`src/rtl/ser_rx_pkg.sv`:
```
package ser_rx_pkg;

    localparam int MAX_BITS = 9;
    localparam int MIN_BITS = 5;
    localparam int LEN_W    = $clog2(MAX_BITS + 1);

    typedef enum logic [2:0] {
        ST_IDLE,
        ST_START,
        ST_DATA,
        ST_PAR,
        ST_STOP
    } rx_state_e;

    typedef struct packed {
        logic             os8;
        logic [LEN_W-1:0] len;
        logic             msb_first;
        logic             par_en;
        logic             par_odd;
    } rx_cfg_t;

    typedef struct packed {
        logic [MAX_BITS-1:0] data;
        logic                par_err;
        logic                frm_err;
    } rx_word_t;

    // Keep the configured length inside the supported range.
    function automatic logic [LEN_W-1:0] clamp_len(logic [LEN_W-1:0] l);
        if (int'(l) < MIN_BITS)
            return LEN_W'(MIN_BITS);
        else if (int'(l) > MAX_BITS)
            return LEN_W'(MAX_BITS);
        else
            return l;
    endfunction

    // Ones in the low l positions.
    function automatic logic [MAX_BITS-1:0] len_mask(logic [LEN_W-1:0] l);
        logic [MAX_BITS-1:0] m;
        for (int i = 0; i < MAX_BITS; i++)
            m[i] = (i < int'(l));
        return m;
    endfunction

endpackage

```
`src/rtl/ser_rx_sync.sv`:
```
module ser_rx_sync #(
    parameter int STAGES = 2
) (
    input  logic clk,
    input  logic rst,
    input  logic rx_in,
    output logic rx_s
);
    logic [STAGES-1:0] pipe;

    generate
        if (STAGES == 1) begin : g_one
            always_ff @(posedge clk) begin
                if (rst) pipe <= '1;
                else     pipe <= rx_in;
            end
        end else begin : g_many
            always_ff @(posedge clk) begin
                if (rst) pipe <= '1;
                else     pipe <= {pipe[STAGES-2:0], rx_in};
            end
        end
    endgenerate

    assign rx_s = pipe[STAGES-1];
endmodule

```
`src/rtl/ser_rx_framer.sv`:
```
module ser_rx_framer
    import ser_rx_pkg::*;
#(
    parameter int OS_HI = 16,
    parameter int OS_LO = 8
) (
    input  logic     clk,
    input  logic     rst,
    input  logic     tick,
    input  logic     rx_s,
    input  rx_cfg_t  cfg,
    output rx_word_t word,
    output logic     word_done
);
    localparam int CNT_W = $clog2(OS_HI);

    rx_state_e            state;
    logic [CNT_W-1:0]     cnt;
    logic [LEN_W-1:0]     bit_idx;
    logic [MAX_BITS-1:0]  shreg;
    logic                 par_acc;
    logic                 par_err_r;
    logic                 frm_err_r;
    logic                 prev_hi;

    logic [CNT_W-1:0]     full_m1;
    logic [CNT_W-1:0]     half_m1;
    logic [LEN_W-1:0]     len;
    logic [MAX_BITS-1:0]  data_c;
    logic                 at_centre;

    assign full_m1   = cfg.os8 ? CNT_W'(OS_LO - 1) : CNT_W'(OS_HI - 1);
    assign half_m1   = cfg.os8 ? CNT_W'(OS_LO / 2 - 1) : CNT_W'(OS_HI / 2 - 1);
    assign len       = clamp_len(cfg.len);
    assign at_centre = tick && (cnt == full_m1);

    // LSB-first words fill from the top and are shifted down to bit 0.
    always_comb begin
        if (cfg.msb_first)
            data_c = shreg & len_mask(len);
        else
            data_c = (shreg >> (MAX_BITS - int'(len))) & len_mask(len);
    end

    always_ff @(posedge clk) begin
        if (rst) begin
            state     <= ST_IDLE;
            cnt       <= '0;
            bit_idx   <= '0;
            shreg     <= '0;
            par_acc   <= 1'b0;
            par_err_r <= 1'b0;
            frm_err_r <= 1'b0;
            prev_hi   <= 1'b0;
            word_done <= 1'b0;
        end else begin
            word_done <= 1'b0;
            unique case (state)
                ST_IDLE: begin
                    if (tick) begin
                        prev_hi <= rx_s;
                        if (prev_hi && !rx_s) begin
                            state <= ST_START;
                            cnt   <= '0;
                        end
                    end
                end
                ST_START: begin
                    if (tick) begin
                        if (cnt == half_m1) begin
                            cnt <= '0;
                            if (rx_s) begin
                                state   <= ST_IDLE;
                                prev_hi <= 1'b1;
                            end else begin
                                state     <= ST_DATA;
                                bit_idx   <= '0;
                                shreg     <= '0;
                                par_acc   <= 1'b0;
                                par_err_r <= 1'b0;
                            end
                        end else begin
                            cnt <= cnt + 1'b1;
                        end
                    end
                end
                ST_DATA: begin
                    if (at_centre) begin
                        cnt     <= '0;
                        par_acc <= par_acc ^ rx_s;
                        if (cfg.msb_first)
                            shreg <= {shreg[MAX_BITS-2:0], rx_s};
                        else
                            shreg <= {rx_s, shreg[MAX_BITS-1:1]};
                        if (bit_idx == len - 1'b1)
                            state <= cfg.par_en ? ST_PAR : ST_STOP;
                        else
                            bit_idx <= bit_idx + 1'b1;
                    end else if (tick) begin
                        cnt <= cnt + 1'b1;
                    end
                end
                ST_PAR: begin
                    if (at_centre) begin
                        cnt       <= '0;
                        par_err_r <= par_acc ^ rx_s ^ cfg.par_odd;
                        state     <= ST_STOP;
                    end else if (tick) begin
                        cnt <= cnt + 1'b1;
                    end
                end
                ST_STOP: begin
                    if (at_centre) begin
                        cnt       <= '0;
                        frm_err_r <= !rx_s;
                        prev_hi   <= rx_s;
                        word_done <= 1'b1;
                        state     <= ST_IDLE;
                    end else if (tick) begin
                        cnt <= cnt + 1'b1;
                    end
                end
                default: state <= ST_IDLE;
            endcase
        end
    end

    assign word.data    = data_c;
    assign word.par_err = par_err_r;
    assign word.frm_err = frm_err_r;
endmodule

```
`src/rtl/ser_rx_hold.sv`:
```
module ser_rx_hold
    import ser_rx_pkg::*;
(
    input  logic                clk,
    input  logic                rst,
    input  logic                word_done,
    input  rx_word_t            word,
    input  logic                rd_strobe,
    input  logic                err_clr,
    input  logic                rts_en,
    output logic [MAX_BITS-1:0] rx_data,
    output logic                rx_ready,
    output logic                err_parity,
    output logic                err_frame,
    output logic                err_overrun,
    output logic                rts
);
    logic lost;
    logic load;

    // A word arriving while the previous one is still unread is dropped.
    assign lost = word_done && rx_ready && !rd_strobe;
    assign load = word_done && !lost;

    always_ff @(posedge clk) begin
        if (rst) begin
            rx_data     <= '0;
            rx_ready    <= 1'b0;
            err_parity  <= 1'b0;
            err_frame   <= 1'b0;
            err_overrun <= 1'b0;
        end else begin
            if (load)
                rx_data <= word.data;
            rx_ready    <= load || (rx_ready && !rd_strobe);
            err_parity  <= (err_parity  && !err_clr) || (load && word.par_err);
            err_frame   <= (err_frame   && !err_clr) || (load && word.frm_err);
            err_overrun <= (err_overrun && !err_clr) || lost;
        end
    end

    assign rts = rts_en && rx_ready;
endmodule

```
`src/rtl/serial_frame_receiver.sv`:
```
module serial_frame_receiver
    import ser_rx_pkg::*;
#(
    parameter int OS_HI       = 16,
    parameter int OS_LO       = 8,
    parameter int SYNC_STAGES = 2
) (
    input  logic                clk,
    input  logic                rst,
    input  logic                os_tick,
    input  logic                os_sel8,
    input  logic [LEN_W-1:0]    word_len,
    input  logic                msb_first,
    input  logic                par_en,
    input  logic                par_odd,
    input  logic                rts_en,
    input  logic                rx,
    input  logic                rd_strobe,
    input  logic                err_clr,
    output logic [MAX_BITS-1:0] rx_data,
    output logic                rx_ready,
    output logic                err_parity,
    output logic                err_frame,
    output logic                err_overrun,
    output logic                rts
);
    logic     rx_s;
    logic     word_done;
    rx_word_t word;
    rx_cfg_t  cfg;

    assign cfg.os8       = os_sel8;
    assign cfg.len       = word_len;
    assign cfg.msb_first = msb_first;
    assign cfg.par_en    = par_en;
    assign cfg.par_odd   = par_odd;

    ser_rx_sync #(.STAGES(SYNC_STAGES)) u_sync (
        .clk   (clk),
        .rst   (rst),
        .rx_in (rx),
        .rx_s  (rx_s)
    );

    ser_rx_framer #(.OS_HI(OS_HI), .OS_LO(OS_LO)) u_framer (
        .clk       (clk),
        .rst       (rst),
        .tick      (os_tick),
        .rx_s      (rx_s),
        .cfg       (cfg),
        .word      (word),
        .word_done (word_done)
    );

    ser_rx_hold u_hold (
        .clk         (clk),
        .rst         (rst),
        .word_done   (word_done),
        .word        (word),
        .rd_strobe   (rd_strobe),
        .err_clr     (err_clr),
        .rts_en      (rts_en),
        .rx_data     (rx_data),
        .rx_ready    (rx_ready),
        .err_parity  (err_parity),
        .err_frame   (err_frame),
        .err_overrun (err_overrun),
        .rts         (rts)
    );
endmodule

```
`config.mk`:
```
export PLATFORM = sky130hd
export DESIGN_NAME = serial_frame_receiver
export DESIGN_NICKNAME = d
export VERILOG_FILES = /design/src/rtl/ser_rx_pkg.sv /design/src/rtl/ser_rx_sync.sv /design/src/rtl/ser_rx_framer.sv /design/src/rtl/ser_rx_hold.sv /design/src/rtl/serial_frame_receiver.sv
export SDC_FILE = /design/constraint.sdc
export NUM_CORES = 1
export LEC_CHECK = 0
export ABC_CLOCK_PERIOD_IN_PS = 3500
export BUFFER_PORTS_ARGS = -buffer_cell sky130_fd_sc_hd__buf_2
export CAP_MARGIN = 20
export CORE_MARGIN = 4
export CORE_UTILIZATION = 59
export DETAILED_ROUTE_END_ITERATION = 10
export PLACE_DENSITY = 0.76
export SETUP_SLACK_MARGIN = 0.1
export SLEW_MARGIN = 20
export SYNTH_ARGS = -nofsm -noshare
export SYNTH_HDL_FRONTEND = slang
export SYNTH_SLANG_ARGS = --single-unit
```
`constraint.sdc`:
```
create_clock -name clk -period 3.5 [get_ports clk]
set_input_delay 0.7 -clock clk [delete_from_list [all_inputs] [get_ports clk]]
set_output_delay 0.7 -clock clk [all_outputs]
set_load 0.01 [all_outputs]
```
==> out/qor.csv <==
metric,value,unit
number of storage elements in the synthesis netlist,40,
vias in the first global route,2157,
class of the tightest hold or removal check,reg2reg,
detail-routed net length per standard cell,14.8,µm
type of element capturing the critical path,flip-flop,
I/O pin total,29,
# setup viols final,0,
TNS Setup,0,ps
highest attainable clock frequency,0.339,GHz
Netlist cell types,63,
synthesis-to-layout area growth,8.80,%
number of pins exceeding their max-slew limit in the final report,0,
"leading cell type in the layout, fill and taps excluded",sky130_fd_sc_hd__dfxtp_1,
maximum clock skew at final layout,4.73,ps
port bufs,28,
Register Area,801,µm²
clock period minus final worst setup slack,2950,ps
weighted congestion at the end of routability-driven global placement,0.878,
worst voltage drop across the vdd grid,254,µV
"top library cells by usage in the layout, fill and taps aside","40 x sky130_fd_sc_hd__dfxtp_1, 36 x sky130_fd_sc_hd__nand2_1, 28 x sky130_fd_sc_hd__buf_2",
Final Hold Vio Count,0,
fraction of the mapped netlist area in simple logic gates,0.271,
ant diodes,0,
detailed-route wire length,5930,µm
floorplan row count,24,
kind of critical path,in2reg,
main combinational cell family by area after synthesis,simple AND/OR/NAND/NOR gates,
iteration-0 DRC count of the detailed router,211,
buffer levels on the longest clock path,2,
total track usage,0.227,
worst-path fanout max,16,
WL met3,298,µm
XOR/XNOR Fraction of Synth Area,0.0355,
initial antenna violation count,0,
placed inst area,0.00276,mm²
Internal,766,µW
Root Driver,sky130_fd_sc_hd__clkbuf_8,
critical path data arrival time,3140,ps
net count reported at finish,368,
number of gates resized after cts,0,
Detail Route Antenna Nets,0,
Synth Cell Area,0.00265,mm²
Psw,320,µW
Synthesized Nets,356,
Pwr Density,377,mW/mm²
clock group share of total power,0.359,
uppermost layer routed,met4,
clock tree from TritonCTS,yes,
most frequently used flop master after synthesis,sky130_fd_sc_hd__dfxtp_1,
vias per inst,6.12,
Max Cap Violations,0,
die outline width,75.0,µm
post-synthesis cell count,335,
DIE AREA,0.00562,mm²
fraction of power consumed by sequential logic,0.456,
Overall Power,1.09,mW
met2 wire len,2850,µm
Max-slew headroom,0.579,
"Design Area, Final",0.00288,mm²
starting density of the core,0.607,
crit share post-route,0.843,
fraction of synthesis flops using an asynchronous set or reset pin,0,
Die Span Y,75.0,µm
gr ovfl total,0,
status,finished clean,
core utilization of the finished layout,0.661,
mux cell area share after synthesis,0.0445,
final HPWL from detailed placement,4240,µm
total of warnings raised by yosys,0,
WP data required,3680,ps
DRT Pass-1 Iters,5,
number of CTS-inserted buffers,5,
sink count of the clock tree,40,
number of buffers added for setup after CTS,0,
static leakage power,1.08,nW
fillcell total,397,
area share of fa/ha/maj cells after synthesis,0.0284,
wire length of the first global-routing pass,10000,µm
# DRC,0,
maximum number of pins on one net before global-route repair,41,
register clock-pin slew on the reported worst setup and hold paths,80,ps
proportion of synthesized chip area in sequential cells,0.303,
clock latency at the later pin of the worst-skew pair,290,ps
length of routed wiring on met1,2700,µm
RSZ-0062 raised after global routing,no,
Hold Buf Count CTS,0,
maximum level of the CTS H-tree,2,
transition time of the tightest slew-check pin,630,ps
total area of multi-input combinational cells,0.00169,mm²
post-synthesis area per instance,7.90,µm²
placeable core area,0.00435,mm²
total vias in the final route,2448,
number of enable-type register cells in the synthesized netlist,0,
compound-gate portion of the synthesized area,0.258,
Logic pwr share,0.184,
proportion of layout cells with a drive suffix above 1,0.158,
sort of element at the start of the critical path,input port,
switching part of the total,0.295,
==> power groups by stage <==
stage	Sequential, mW	Combinational (mW)	Clock, mW
6_report	0.496	0.200	0.390
5_1_grt	0.498	0.226	0.419
4_1_cts	0.495	0.200	0.400
3_5_place_dp	0.505	0.199	0
3_3_place_gp	0.504	0.196	0
2_1_floorplan	0.486	0.172	0
==> final cells by class <==
class	count	area share
clock buffer	5	0.0239
inverter	9	0.0117
clock inverter	3	0.0161
sequential	40	0.278
tap	52	0.0226
multi-input combinational	258	0.586
timing repair buffer	33	0.0617
==> cells by family (layout without fill, tap and decap cells) <==
family,count (synthesis),count (layout)
multiplexers,11,11
AO/OA/AOI/OAI,96,96
buffers and inverters,37,50
adder cells (fa/ha/maj),6,6
flip-flops,40,40
XOR/XNOR,9,9
AND/OR/NAND/NOR,136,136
==> metal layers <==
| layer | global-route usage | vias to the layer above |
|---|---|---|
| met5 | 0 | - |
| met2 | 0.348 | 80 |
| met3 | 0.0427 | 12 |
| met1 | 0.312 | 1103 |
| met4 | 0.0909 | 0 |
| li1 | - | 1253 |
==> sequential cells by signal, indices dropped and copies added, names as in the netlist, 2 cells and up <==
| name | count |
|---|---|
| u_framer.bit_idx | 4 |
| u_framer.cnt | 4 |
| u_framer.shreg | 9 |
| u_framer.state | 3 |
| u_hold.rx_data | 9 |
| u_sync.pipe | 2 |
==> cell usage after synthesis (all sizes together), types with 3 or more instances <==
| cell | count | area (µm²) |
|---|---|---|
| or2 | 3 | 18.8 |
| nor3 | 12 | 60.1 |
| o21ai | 17 | 85.1 |
| a21oi | 24 | 124 |
| nand2b | 4 | 25.0 |
| and3 | 3 | 18.8 |
| nand3 | 13 | 65.1 |
| a31oi | 9 | 56.3 |
| nand2 | 36 | 135 |
| buf | 12 | 65.1 |
| a211o | 6 | 52.6 |
| dfxtp | 40 | 801 |
| ha | 6 | 75.1 |
| o41ai | 4 | 35.0 |
| nor2 | 22 | 82.6 |
| clkbuf | 16 | 60.1 |
| a2111oi | 3 | 52.6 |
| and2b | 3 | 22.5 |
| or3 | 9 | 56.3 |
| and2 | 3 | 21.3 |
| o211ai | 3 | 27.5 |
| mux2 | 3 | 37.5 |
| a211oi | 11 | 87.6 |
| xnor2 | 6 | 52.6 |
| a311oi | 7 | 61.3 |
| inv | 9 | 33.8 |
| mux2i | 8 | 80.1 |
| nor2b | 14 | 87.6 |
==> path summary, 6_finish.rpt <==
kind	start	end	slack, ps	cells after the start
worst min register to register	u_sync.pipe[0]	u_sync.pipe[1]	420	1
worst min-delay path	u_sync.pipe[0]	u_sync.pipe[1]	420	1
worst max register to register	u_framer.state[1]	u_framer.bit_idx[3]	1070	4
worst max-delay path	word_len[0]	u_framer.state[1]	550	10
==> critical path, cell delays in order <==
cell	delay [ps]
sky130_fd_sc_hd__buf_2	190
sky130_fd_sc_hd__or4bb_1	580
sky130_fd_sc_hd__and2_4	220
sky130_fd_sc_hd__inv_1	90
sky130_fd_sc_hd__ha_1	240
sky130_fd_sc_hd__xor2_1	130
sky130_fd_sc_hd__nand2_1	100
sky130_fd_sc_hd__a2111oi_4	400
sky130_fd_sc_hd__o211ai_2	170
sky130_fd_sc_hd__mux2_1	330
==> per-stage QoR <==
stage / cells / setup WS [ps] / hold slack (ps)
floorplan: 335 / 517 / 389
global placement: 392 / 326 / 390
detailed placement: 392 / 253 / 404
CTS: 400 / 567 / 425
global route: 400 / 429 / 444
finish: 400 / 549 / 422
No activity file was read; power rests on OpenSTA's default activity.
